===== config.mk =====
export PLATFORM = sky130hd
export DESIGN_NAME = eprom_rd_top
export DESIGN_NICKNAME = d
export VERILOG_FILES = /design/src/rtl/eprom_rd_pkg.sv /design/src/rtl/eprom_rd_ctrl.sv /design/src/rtl/eprom_rd_dp.sv /design/src/rtl/eprom_rd_top.sv
export SDC_FILE = /design/constraint.sdc
export NUM_CORES = 1
export LEC_CHECK = 0
export BUFFER_PORTS_ARGS = -buffer_cell sky130_fd_sc_hd__buf_4
export CORE_MARGIN = 2
export CORE_UTILIZATION = 30
export CTS_CLUSTER_DIAMETER = 120
export DETAILED_ROUTE_END_ITERATION = 8
export PLACE_DENSITY = 0.59
export SLEW_MARGIN = 20
export SYNTH_ARGS = -nofsm -noshare
export SYNTH_HDL_FRONTEND = slang
export SYNTH_SLANG_ARGS = --single-unit

===== constraint.sdc =====
create_clock -name clk -period 3.31 [get_ports clk]
set_input_delay 0.662 -clock clk [delete_from_list [all_inputs] [get_ports clk]]
set_output_delay 0.662 -clock clk [all_outputs]
set_load 0.02 [all_outputs]

===== src/rtl/eprom_rd_pkg.sv =====
package eprom_rd_pkg;

  typedef enum logic [2:0] {
    S_IDLE,
    S_ADDR,
    S_OE_WAIT,
    S_RELEASE,
    S_TURN
  } rdState_t;

  // Strobes from control to datapath
  typedef struct packed {
    logic loadAddr;
    logic capture;
  } dpStrobe_t;

  // Round a nanosecond figure up to whole clock cycles, never below one
  function automatic int nsToCyc(input int ns, input int periodNs);
    int c;
    c = (ns + periodNs - 1) / periodNs;
    return (c < 1) ? 1 : c;
  endfunction

  function automatic int accessNs(input bit fast);
    return fast ? 45 : 70;
  endfunction

  function automatic int oeAccessNs(input bit fast);
    return fast ? 20 : 25;
  endfunction

  function automatic int floatNs(input bit fast);
    return fast ? 20 : 25;
  endfunction

  function automatic int oeLeadCyc(input int accC, input int oeC);
    return (accC > oeC) ? (accC - oeC) : 1;
  endfunction

  function automatic int sampleCyc(input int accC, input int oeC);
    int lead;
    lead = oeLeadCyc(accC, oeC);
    return (accC > lead + oeC) ? accC : (lead + oeC);
  endfunction

endpackage


===== src/rtl/eprom_rd_ctrl.sv =====
module eprom_rd_ctrl
  import eprom_rd_pkg::*;
#(
  parameter int CLK_PERIOD_NS = 10,
  parameter bit FAST_GRADE    = 1'b1
) (
  input  logic      clk,
  input  logic      rstN,
  input  logic      req,
  output logic      ready,
  output logic      rvalid,
  output logic      memCeN,
  output logic      memOeN,
  output dpStrobe_t strobe
);

  localparam int ACC_CYC   = nsToCyc(accessNs(FAST_GRADE), CLK_PERIOD_NS);
  localparam int OE_CYC    = nsToCyc(oeAccessNs(FAST_GRADE), CLK_PERIOD_NS);
  localparam int DF_CYC    = nsToCyc(floatNs(FAST_GRADE), CLK_PERIOD_NS);
  localparam int OE_LEAD   = oeLeadCyc(ACC_CYC, OE_CYC);
  localparam int SAMPLE_AT = sampleCyc(ACC_CYC, OE_CYC);
  localparam int OE_HOLD   = SAMPLE_AT - OE_LEAD;
  localparam int TURN_LAST = (DF_CYC > 1) ? DF_CYC - 2 : 0;
  localparam int CNT_MAX   = (SAMPLE_AT > DF_CYC) ? SAMPLE_AT : DF_CYC;
  localparam int CNT_W     = $clog2(CNT_MAX + 1) + 1;

  rdState_t         state;
  logic [CNT_W-1:0] cnt;
  logic             leadDone;
  logic             holdDone;
  logic             turnDone;

  assign leadDone = (cnt == CNT_W'(OE_LEAD - 1));
  assign holdDone = (cnt == CNT_W'(OE_HOLD - 1));
  assign turnDone = (cnt == CNT_W'(TURN_LAST));

  assign ready           = (state == S_IDLE);
  assign strobe.loadAddr = (state == S_IDLE) && req;
  assign strobe.capture  = (state == S_OE_WAIT) && holdDone;

  always_ff @(posedge clk or negedge rstN) begin
    if (!rstN) begin
      state  <= S_IDLE;
      cnt    <= '0;
      memCeN <= 1'b1;
      memOeN <= 1'b1;
      rvalid <= 1'b0;
    end else begin
      rvalid <= 1'b0;
      unique case (state)
        S_IDLE: begin
          if (req) begin
            state  <= S_ADDR;
            cnt    <= '0;
            memCeN <= 1'b0;
          end
        end
        S_ADDR: begin
          if (leadDone) begin
            state  <= S_OE_WAIT;
            cnt    <= '0;
            memOeN <= 1'b0;
          end else begin
            cnt <= cnt + 1'b1;
          end
        end
        S_OE_WAIT: begin
          if (holdDone) begin
            state  <= S_RELEASE;
            cnt    <= '0;
            memCeN <= 1'b1;
            memOeN <= 1'b1;
            rvalid <= 1'b1;
          end else begin
            cnt <= cnt + 1'b1;
          end
        end
        S_RELEASE: begin
          cnt   <= '0;
          state <= (DF_CYC > 1) ? S_TURN : S_IDLE;
        end
        S_TURN: begin
          if (turnDone) begin
            state <= S_IDLE;
            cnt   <= '0;
          end else begin
            cnt <= cnt + 1'b1;
          end
        end
        default: state <= S_IDLE;
      endcase
    end
  end

endmodule


===== src/rtl/eprom_rd_dp.sv =====
module eprom_rd_dp
  import eprom_rd_pkg::*;
#(
  parameter int ADDR_W = 16,
  parameter int DATA_W = 16
) (
  input  logic              clk,
  input  logic              rstN,
  input  dpStrobe_t         strobe,
  input  logic [ADDR_W-1:0] addr,
  input  logic [DATA_W-1:0] memData,
  output logic [ADDR_W-1:0] memAddr,
  output logic [DATA_W-1:0] rdata
);

  always_ff @(posedge clk or negedge rstN) begin
    if (!rstN) begin
      memAddr <= '0;
      rdata   <= '0;
    end else begin
      if (strobe.loadAddr) memAddr <= addr;
      if (strobe.capture)  rdata   <= memData;
    end
  end

endmodule


===== src/rtl/eprom_rd_top.sv =====
module eprom_rd_top
  import eprom_rd_pkg::*;
#(
  parameter int ADDR_W        = 16,
  parameter int DATA_W        = 16,
  parameter int CLK_PERIOD_NS = 10,
  parameter bit FAST_GRADE    = 1'b1
) (
  input  logic              clk,
  input  logic              rstN,
  input  logic              req,
  input  logic [ADDR_W-1:0] addr,
  output logic              ready,
  output logic [DATA_W-1:0] rdata,
  output logic              rvalid,
  output logic [ADDR_W-1:0] memAddr,
  output logic              memCeN,
  output logic              memOeN,
  input  logic [DATA_W-1:0] memData
);

  dpStrobe_t strobe;

  eprom_rd_ctrl #(
    .CLK_PERIOD_NS(CLK_PERIOD_NS),
    .FAST_GRADE   (FAST_GRADE)
  ) u_ctrl (
    .clk   (clk),
    .rstN  (rstN),
    .req   (req),
    .ready (ready),
    .rvalid(rvalid),
    .memCeN(memCeN),
    .memOeN(memOeN),
    .strobe(strobe)
  );

  eprom_rd_dp #(
    .ADDR_W(ADDR_W),
    .DATA_W(DATA_W)
  ) u_dp (
    .clk    (clk),
    .rstN   (rstN),
    .strobe (strobe),
    .addr   (addr),
    .memData(memData),
    .memAddr(memAddr),
    .rdata  (rdata)
  );

endmodule


# == Yosys cells after proc, flatten, opt, wreduce, memory -nomap -nowiden ==
# Index checks and enable logic that the tools add are counted.
# word_totals
register_bits,42
in_bits,35
elab_cells,46
# classes
eq_ne,10
addsub,1
n_mux,17
reduce_logical,11
# op_table
cell,count
$pmux 4 s5,1
$mux 4,4
$pmux 3 s5,1
$mux 3,4
$eq 3x2->1 const B,2
$ne 2x1->1 const B,3
$reduce_and 3->1,2
$mux 1,5
$reduce_bool 5->1,1
$add 4x1->4 const B,1
$eq 4x1->1 const B,1
$eq 4x2->1 const B,1
$logic_not 4->1,1
$pmux 1 s2,2
$reduce_and 4->1,1
$reduce_bool 2->1,2
$eq 3x1->1 const B,1
$eq 3x3->1 const B,1
$logic_not 3->1,1
$logic_and 1x1->1,2
$ne 2x2->1 const B,1
$reduce_and 2->1,1

# == Depth between registers and ports, before layout ==
# logic_depth
word_depth,3
depth_mapped,6
ltp_nobuf,6

# == By module ==
# From an unflattened synthesis, not the netlist that was laid out.
# unflattened
cells_unflattened,134
area_unflattened_um2,1923.1
# by_module_without_submodules
mod,area_per_inst_um2,cells_per_inst,instances
eprom_rd_dp,1298.7,68,1
eprom_rd_ctrl,624.3,66,1

# == Worst setup path after synthesis ==
# Ideal clock, no wire load.
# synth_path
kind,register to register
from,register u_ctrl.state[1]
to,register u_dp.memAddr[0]
n_path_buf,3
stages_incl_launch_ff,7
t_arrival_ns,1.629
synth_period_minus_slack_ns,1.757
t_required_ns,3.183
slack_ns,1.553
cell_sequence,dfrtp_1 > buf_4 > nor3_2 > and2_1 > buf_4 > buf_6 > mux2_1
# synth_via
elab_chain_cells,2
# synth_lines
element,line,text
"start, declared",eprom_rd_ctrl.sv:27,rdState_t state;
"start signal, assigned",eprom_rd_ctrl.sv:80,state <= (DF_CYC > 1) ? S_TURN : S_IDLE;
$logic_not 3->1,--,
named net ready,eprom_rd_top.sv:13,"output logic ready,"
$logic_and 1x1->1,eprom_rd_ctrl.sv:38,assign strobe.loadAddr = (state == S_IDLE) && req;
"end signal, assigned",eprom_rd_dp.sv:21,if (strobe.loadAddr) memAddr <= addr;
"end, declared",eprom_rd_dp.sv:12,"output logic [ADDR_W-1:0] memAddr,"
# The timed path passes the listed nets, and every way through them passes these cells.
# A chain may end at the register's enable or synchronous reset.

# == Worst setup path in the final report ==
# layout_path
from,register u_ctrl.cnt[1]
to,register u_dp.rdata[0]
# layout_via
elab_chain_cells,2
# layout_lines
element,line,text
"start, declared",eprom_rd_ctrl.sv:28,logic [CNT_W-1:0] cnt;
"start signal, assigned",eprom_rd_ctrl.sv:64,cnt <= cnt + 1'b1;
"start signal, assigned",eprom_rd_ctrl.sv:75,cnt <= cnt + 1'b1;
"start signal, assigned",eprom_rd_ctrl.sv:87,cnt <= cnt + 1'b1;
$eq 4x1->1,eprom_rd_ctrl.sv:34,assign holdDone = (cnt == CNT_W'(OE_HOLD - 1));
$logic_and 1x1->1,eprom_rd_ctrl.sv:39,assign strobe.capture = (state == S_OE_WAIT) && holdDone;
"end signal, assigned",eprom_rd_dp.sv:22,if (strobe.capture) rdata <= memData;
"end, declared",eprom_rd_dp.sv:13,output logic [DATA_W-1:0] rdata
# No other way between the ends.

==> run_summary.xml <==
<?xml version="1.0" encoding="UTF-8"?>
<metrics>
  <group name="timing">
    <metric name="max-slew-margin-rel" unit="">0.489</metric>
    <metric name="finClkSkew" unit="ns">0.00259</metric>
    <metric name="timing.final.hold_violations" unit="">0</metric>
    <metric name="setup_violations" unit="">0</metric>
    <metric name="post-route-period-util" unit="">0.601</metric>
    <metric name="report.final.slew_viol_count" unit="">0</metric>
    <metric name="timing.hold.ws" unit="ns">0.349</metric>
    <metric name="worstMarginPinSlew" unit="ns">0.766</metric>
    <metric name="fmax" unit="MHz">503</metric>
    <metric name="rsz0062_at_grt" unit="">false</metric>
    <metric name="timing.setup.tns" unit="ns">0</metric>
    <metric name="final.min_clock_period" unit="ns">1.99</metric>
  </group>
  <group name="pwr">
    <metric name="power.static_leakage" unit="nW">1.22</metric>
    <metric name="worst_ir_drop_vdd" unit="V">0.000386</metric>
    <metric name="power_per_unit_of_standard_cell_area" unit="mW/mm²">1050</metric>
  </group>
  <group name="finish">
    <metric name="post_route_cells_drive_above_1_share" unit="">0.519</metric>
    <metric name="regArea" unit="mm²">0.00105</metric>
    <metric name="final_design_area_no_fill" unit="mm²">0.00256</metric>
    <metric name="antenna-diode-count" unit="">0</metric>
    <metric name="multi_input_comb_area" unit="µm²">754</metric>
    <metric name="nNetsFinal" unit="">244</metric>
    <metric name="area_growth" unit="%">36.2</metric>
    <metric name="n_fill_cell" unit="">586</metric>
  </group>
  <group name="die">
    <metric name="initial_utilization" unit="">0.314</metric>
    <metric name="pin_count" unit="">71</metric>
    <metric name="vertical_die_dimension" unit="µm">83.1</metric>
    <metric name="die_width" unit="µm">83.1</metric>
    <metric name="rows" unit="">28</metric>
    <metric name="dieArea" unit="mm²">0.00691</metric>
    <metric name="core_region_area" unit="mm²">0.00599</metric>
  </group>
  <group name="global_route">
    <metric name="number_of_global_route_vias_before_repair" unit="">1266</metric>
    <metric name="first_pass_grt_wire_length" unit="µm">6300</metric>
    <metric name="grt_antenna_before_repair" unit="">0</metric>
    <metric name="grt_max_degree" unit="">43</metric>
    <metric name="track_usage" unit="">0.111</metric>
    <metric name="grt.overflow.total" unit="">0</metric>
  </group>
  <group name="synth">
    <metric name="synth_warnings" unit="">0</metric>
    <metric name="synth_sequential_area_ratio" unit="">0.561</metric>
    <metric name="synth_area_leaders" unit="">dfrtp_1, mux2_2, mux2_1</metric>
    <metric name="synth.distinct_cells" unit="">33</metric>
    <metric name="synth_area_per_cell" unit="µm²">14.1</metric>
    <metric name="yosys_register_bits" unit="">42</metric>
    <metric name="post_synthesis_net_count" unit="">172</metric>
    <metric name="synth_largest_area_cell" unit="">dfrtp_1</metric>
    <metric name="netlist_instances" unit="">133</metric>
    <metric name="synthDominantCellAreaShare" unit="">0.533</metric>
    <metric name="netlist_area" unit="mm²">0.00188</metric>
  </group>
  <group name="route">
    <metric name="drt_wl_total" unit="µm">3770</metric>
    <metric name="avgRoutedWirePerCell" unit="µm">13.4</metric>
    <metric name="drt_iter0_drc" unit="">18</metric>
    <metric name="postRouteAntennaNets" unit="">0</metric>
    <metric name="detailedRoute.firstPassIterationCount" unit="">4</metric>
    <metric name="drc" unit="">0</metric>
    <metric name="viasPerCell" unit="">4.56</metric>
    <metric name="vias" unit="">1281</metric>
  </group>
  <group name="cts">
    <metric name="cts-hold-fix-buffers" unit="">0</metric>
    <metric name="cts_root_buf" unit="">clkbuf_8</metric>
    <metric name="clk_pin_slew_worst_paths" unit="ns">0.08</metric>
    <metric name="cts_max_level" unit="">2</metric>
    <metric name="numCtsBuffers" unit="">5</metric>
    <metric name="post_cts_setup_buffer_count" unit="">0</metric>
    <metric name="tritoncts" unit="">done</metric>
    <metric name="cts.repair.resized" unit="">0</metric>
    <metric name="insertion_delay" unit="ns">0.29</metric>
    <metric name="cts.path.max_buffers" unit="">2</metric>
    <metric name="clock_sink_count" unit="">42</metric>
  </group>
  <group name="setup_path">
    <metric name="required" unit="ns">3.48</metric>
    <metric name="worst_path_fanout_max" unit="">18</metric>
    <metric name="crit_path_end_kind" unit="">register</metric>
    <metric name="worst_setup_path_start_kind" unit="">register</metric>
    <metric name="r2r-start" unit="">u_ctrl.cnt[1]</metric>
    <metric name="critical_path_class" unit="">register to register</metric>
    <metric name="crit_start" unit="">u_ctrl.cnt[1]</metric>
    <metric name="cp_data_arrival_time" unit="ns">2.16</metric>
  </group>
  <group name="place">
    <metric name="detailed_place.area" unit="mm²">0.00245</metric>
    <metric name="placed_wire_length_estimate" unit="µm">2700</metric>
    <metric name="place.gp.congestion" unit="">0.779</metric>
    <metric name="io_buffers" unit="">70</metric>
  </group>
  <group name="flow_run">
    <metric name="timing.max_cap.violations" unit="">0</metric>
  </group>
  <group name="min_path">
    <metric name="worst_hold_path_type" unit="">primary input to asynchronous set/reset pin</metric>
  </group>
  <group name="outcome">
    <metric name="status" unit="">finished, final reports clean</metric>
  </group>
</metrics>
cell usage after synthesis:
| cell type | number |
|---|---|
| buf_4 | 2 |
| inv_1 | 6 |
| nand2_1 | 3 |
| o21ai_1 | 1 |
| mux2_4 | 8 |
| o31ai_1 | 1 |
| mux2_2 | 15 |
| a2111oi_4 | 1 |
| o21ai_0 | 2 |
| a21oi_1 | 2 |
| nor3b_1 | 1 |
| or3_1 | 1 |
| nor2_1 | 6 |
| o32ai_1 | 1 |
| and2_1 | 2 |
| o22ai_1 | 3 |
| a211oi_1 | 1 |
| a21o_2 | 1 |
| dfstp_2 | 2 |
| nor3_2 | 1 |
| or2_1 | 1 |
| a22oi_1 | 2 |
| dfrtp_1 | 40 |
| mux2_1 | 11 |
| nand2b_1 | 2 |
| buf_6 | 3 |
| nor3_1 | 4 |
| ha_1 | 4 |
| mux2i_1 | 2 |
| nor3b_2 | 1 |
| or3b_1 | 1 |
| nand3_1 | 1 |
| nand3_4 | 1 |
flip-flops by register name (all words and copies together) (netlist names):
register       count
u_dp.rdata        16
u_ctrl.rvalid      1
u_ctrl.state       3
u_ctrl.memOeN      1
u_dp.memAddr      16
u_ctrl.memCeN      1
u_ctrl.cnt         4
power breakdown:
group	switching (mW)	internal (mW)	leakage, nW	total, mW
sequential	0.183	0.772	0.500	0.954
combinational	0.672	0.665	0.670	1.34
clock	0.172	0.225	0.0514	0.397
final timing paths:
kind | endpoint | slack [ns] | depth (start not counted)
min reg2reg | u_ctrl.memCeN | 0.49 | 2
min in group clk | u_ctrl.memCeN | 0.49 | 2
min | u_dp.memAddr[10] | 0.35 | 1
max reg2reg | u_dp.rdata[0] | 1.32 | 5
max | u_dp.rdata[0] | 1.32 | 5
max in group asynchronous | u_ctrl.memCeN | 2.58 | 1
layer usage:
metal | up-vias | part of all wire | global-route usage
li1 | 617 | - | -
met1 | 609 | 0.48 | 0.158
met2 | 50 | 0.43 | 0.161
met3 | 5 | 0.082 | 0.0398
met4 | 0 | 0.0095 | 0.0268
met5 | - | 0 | 0
stage by stage:
stage | setup slack (ns) | power, mW | utilization | cells
after detailed placement | 1.29 | 2.32 | 0.409 | 273
after global routing | 1.17 | 2.87 | 0.427 | 281
after floorplan | 1.55 | 1.83 | - | 133
final | 1.32 | 2.69 | 0.427 | 281
after global placement | 1.33 | 2.30 | 0.409 | 273
after CTS | 1.28 | 2.73 | 0.427 | 281
layout make-up:
cell class	count	share of cell area
well taps	75	0.0367
flip-flops and latches	42	0.412
clock inverters	2	0.0147
inverters	6	0.00880
multi-input cells	80	0.295
repair buffers	70	0.205
clock buffers	6	0.0283
cell usage in the layout (no fill, tap or decap), types with 2 or more instances in the layout:
master / synthesis / final
buf_4: 2 / 70
dfrtp_1: 40 / 40
mux2_2: 15 / 15
mux2_1: 11 / 11
mux2_4: 8 / 8
inv_1: 6 / 6
nor2_1: 6 / 6
clkbuf_8: 0 / 5
nor3_1: 4 / 4
ha_1: 4 / 4
nand2_1: 3 / 3
o22ai_1: 3 / 3
and2_1: 2 / 2
nand2b_1: 2 / 2
mux2i_1: 2 / 2
a22oi_1: 2 / 2
a21oi_1: 2 / 2
o21ai_0: 2 / 2
dfstp_2: 2 / 2
cell families after synthesis:
kind of cell / synth area share
AOI/OAI and AO/OA: 0.0633
muxes: 0.230
and+or+nand+nor: 0.0812
adders and majority gates: 0.0266
buffers and inverters: 0.0379
DFF: 0.561
worst max-delay path, stage by stage, from the launching register on:
cell	delay, ns
dfrtp_1	0.45
inv_1	0.10
ha_1	0.19
nor3b_2	0.37
nand3_4	0.35
mux2_1	0.42
No activity file was read; power rests on OpenSTA's default activity.
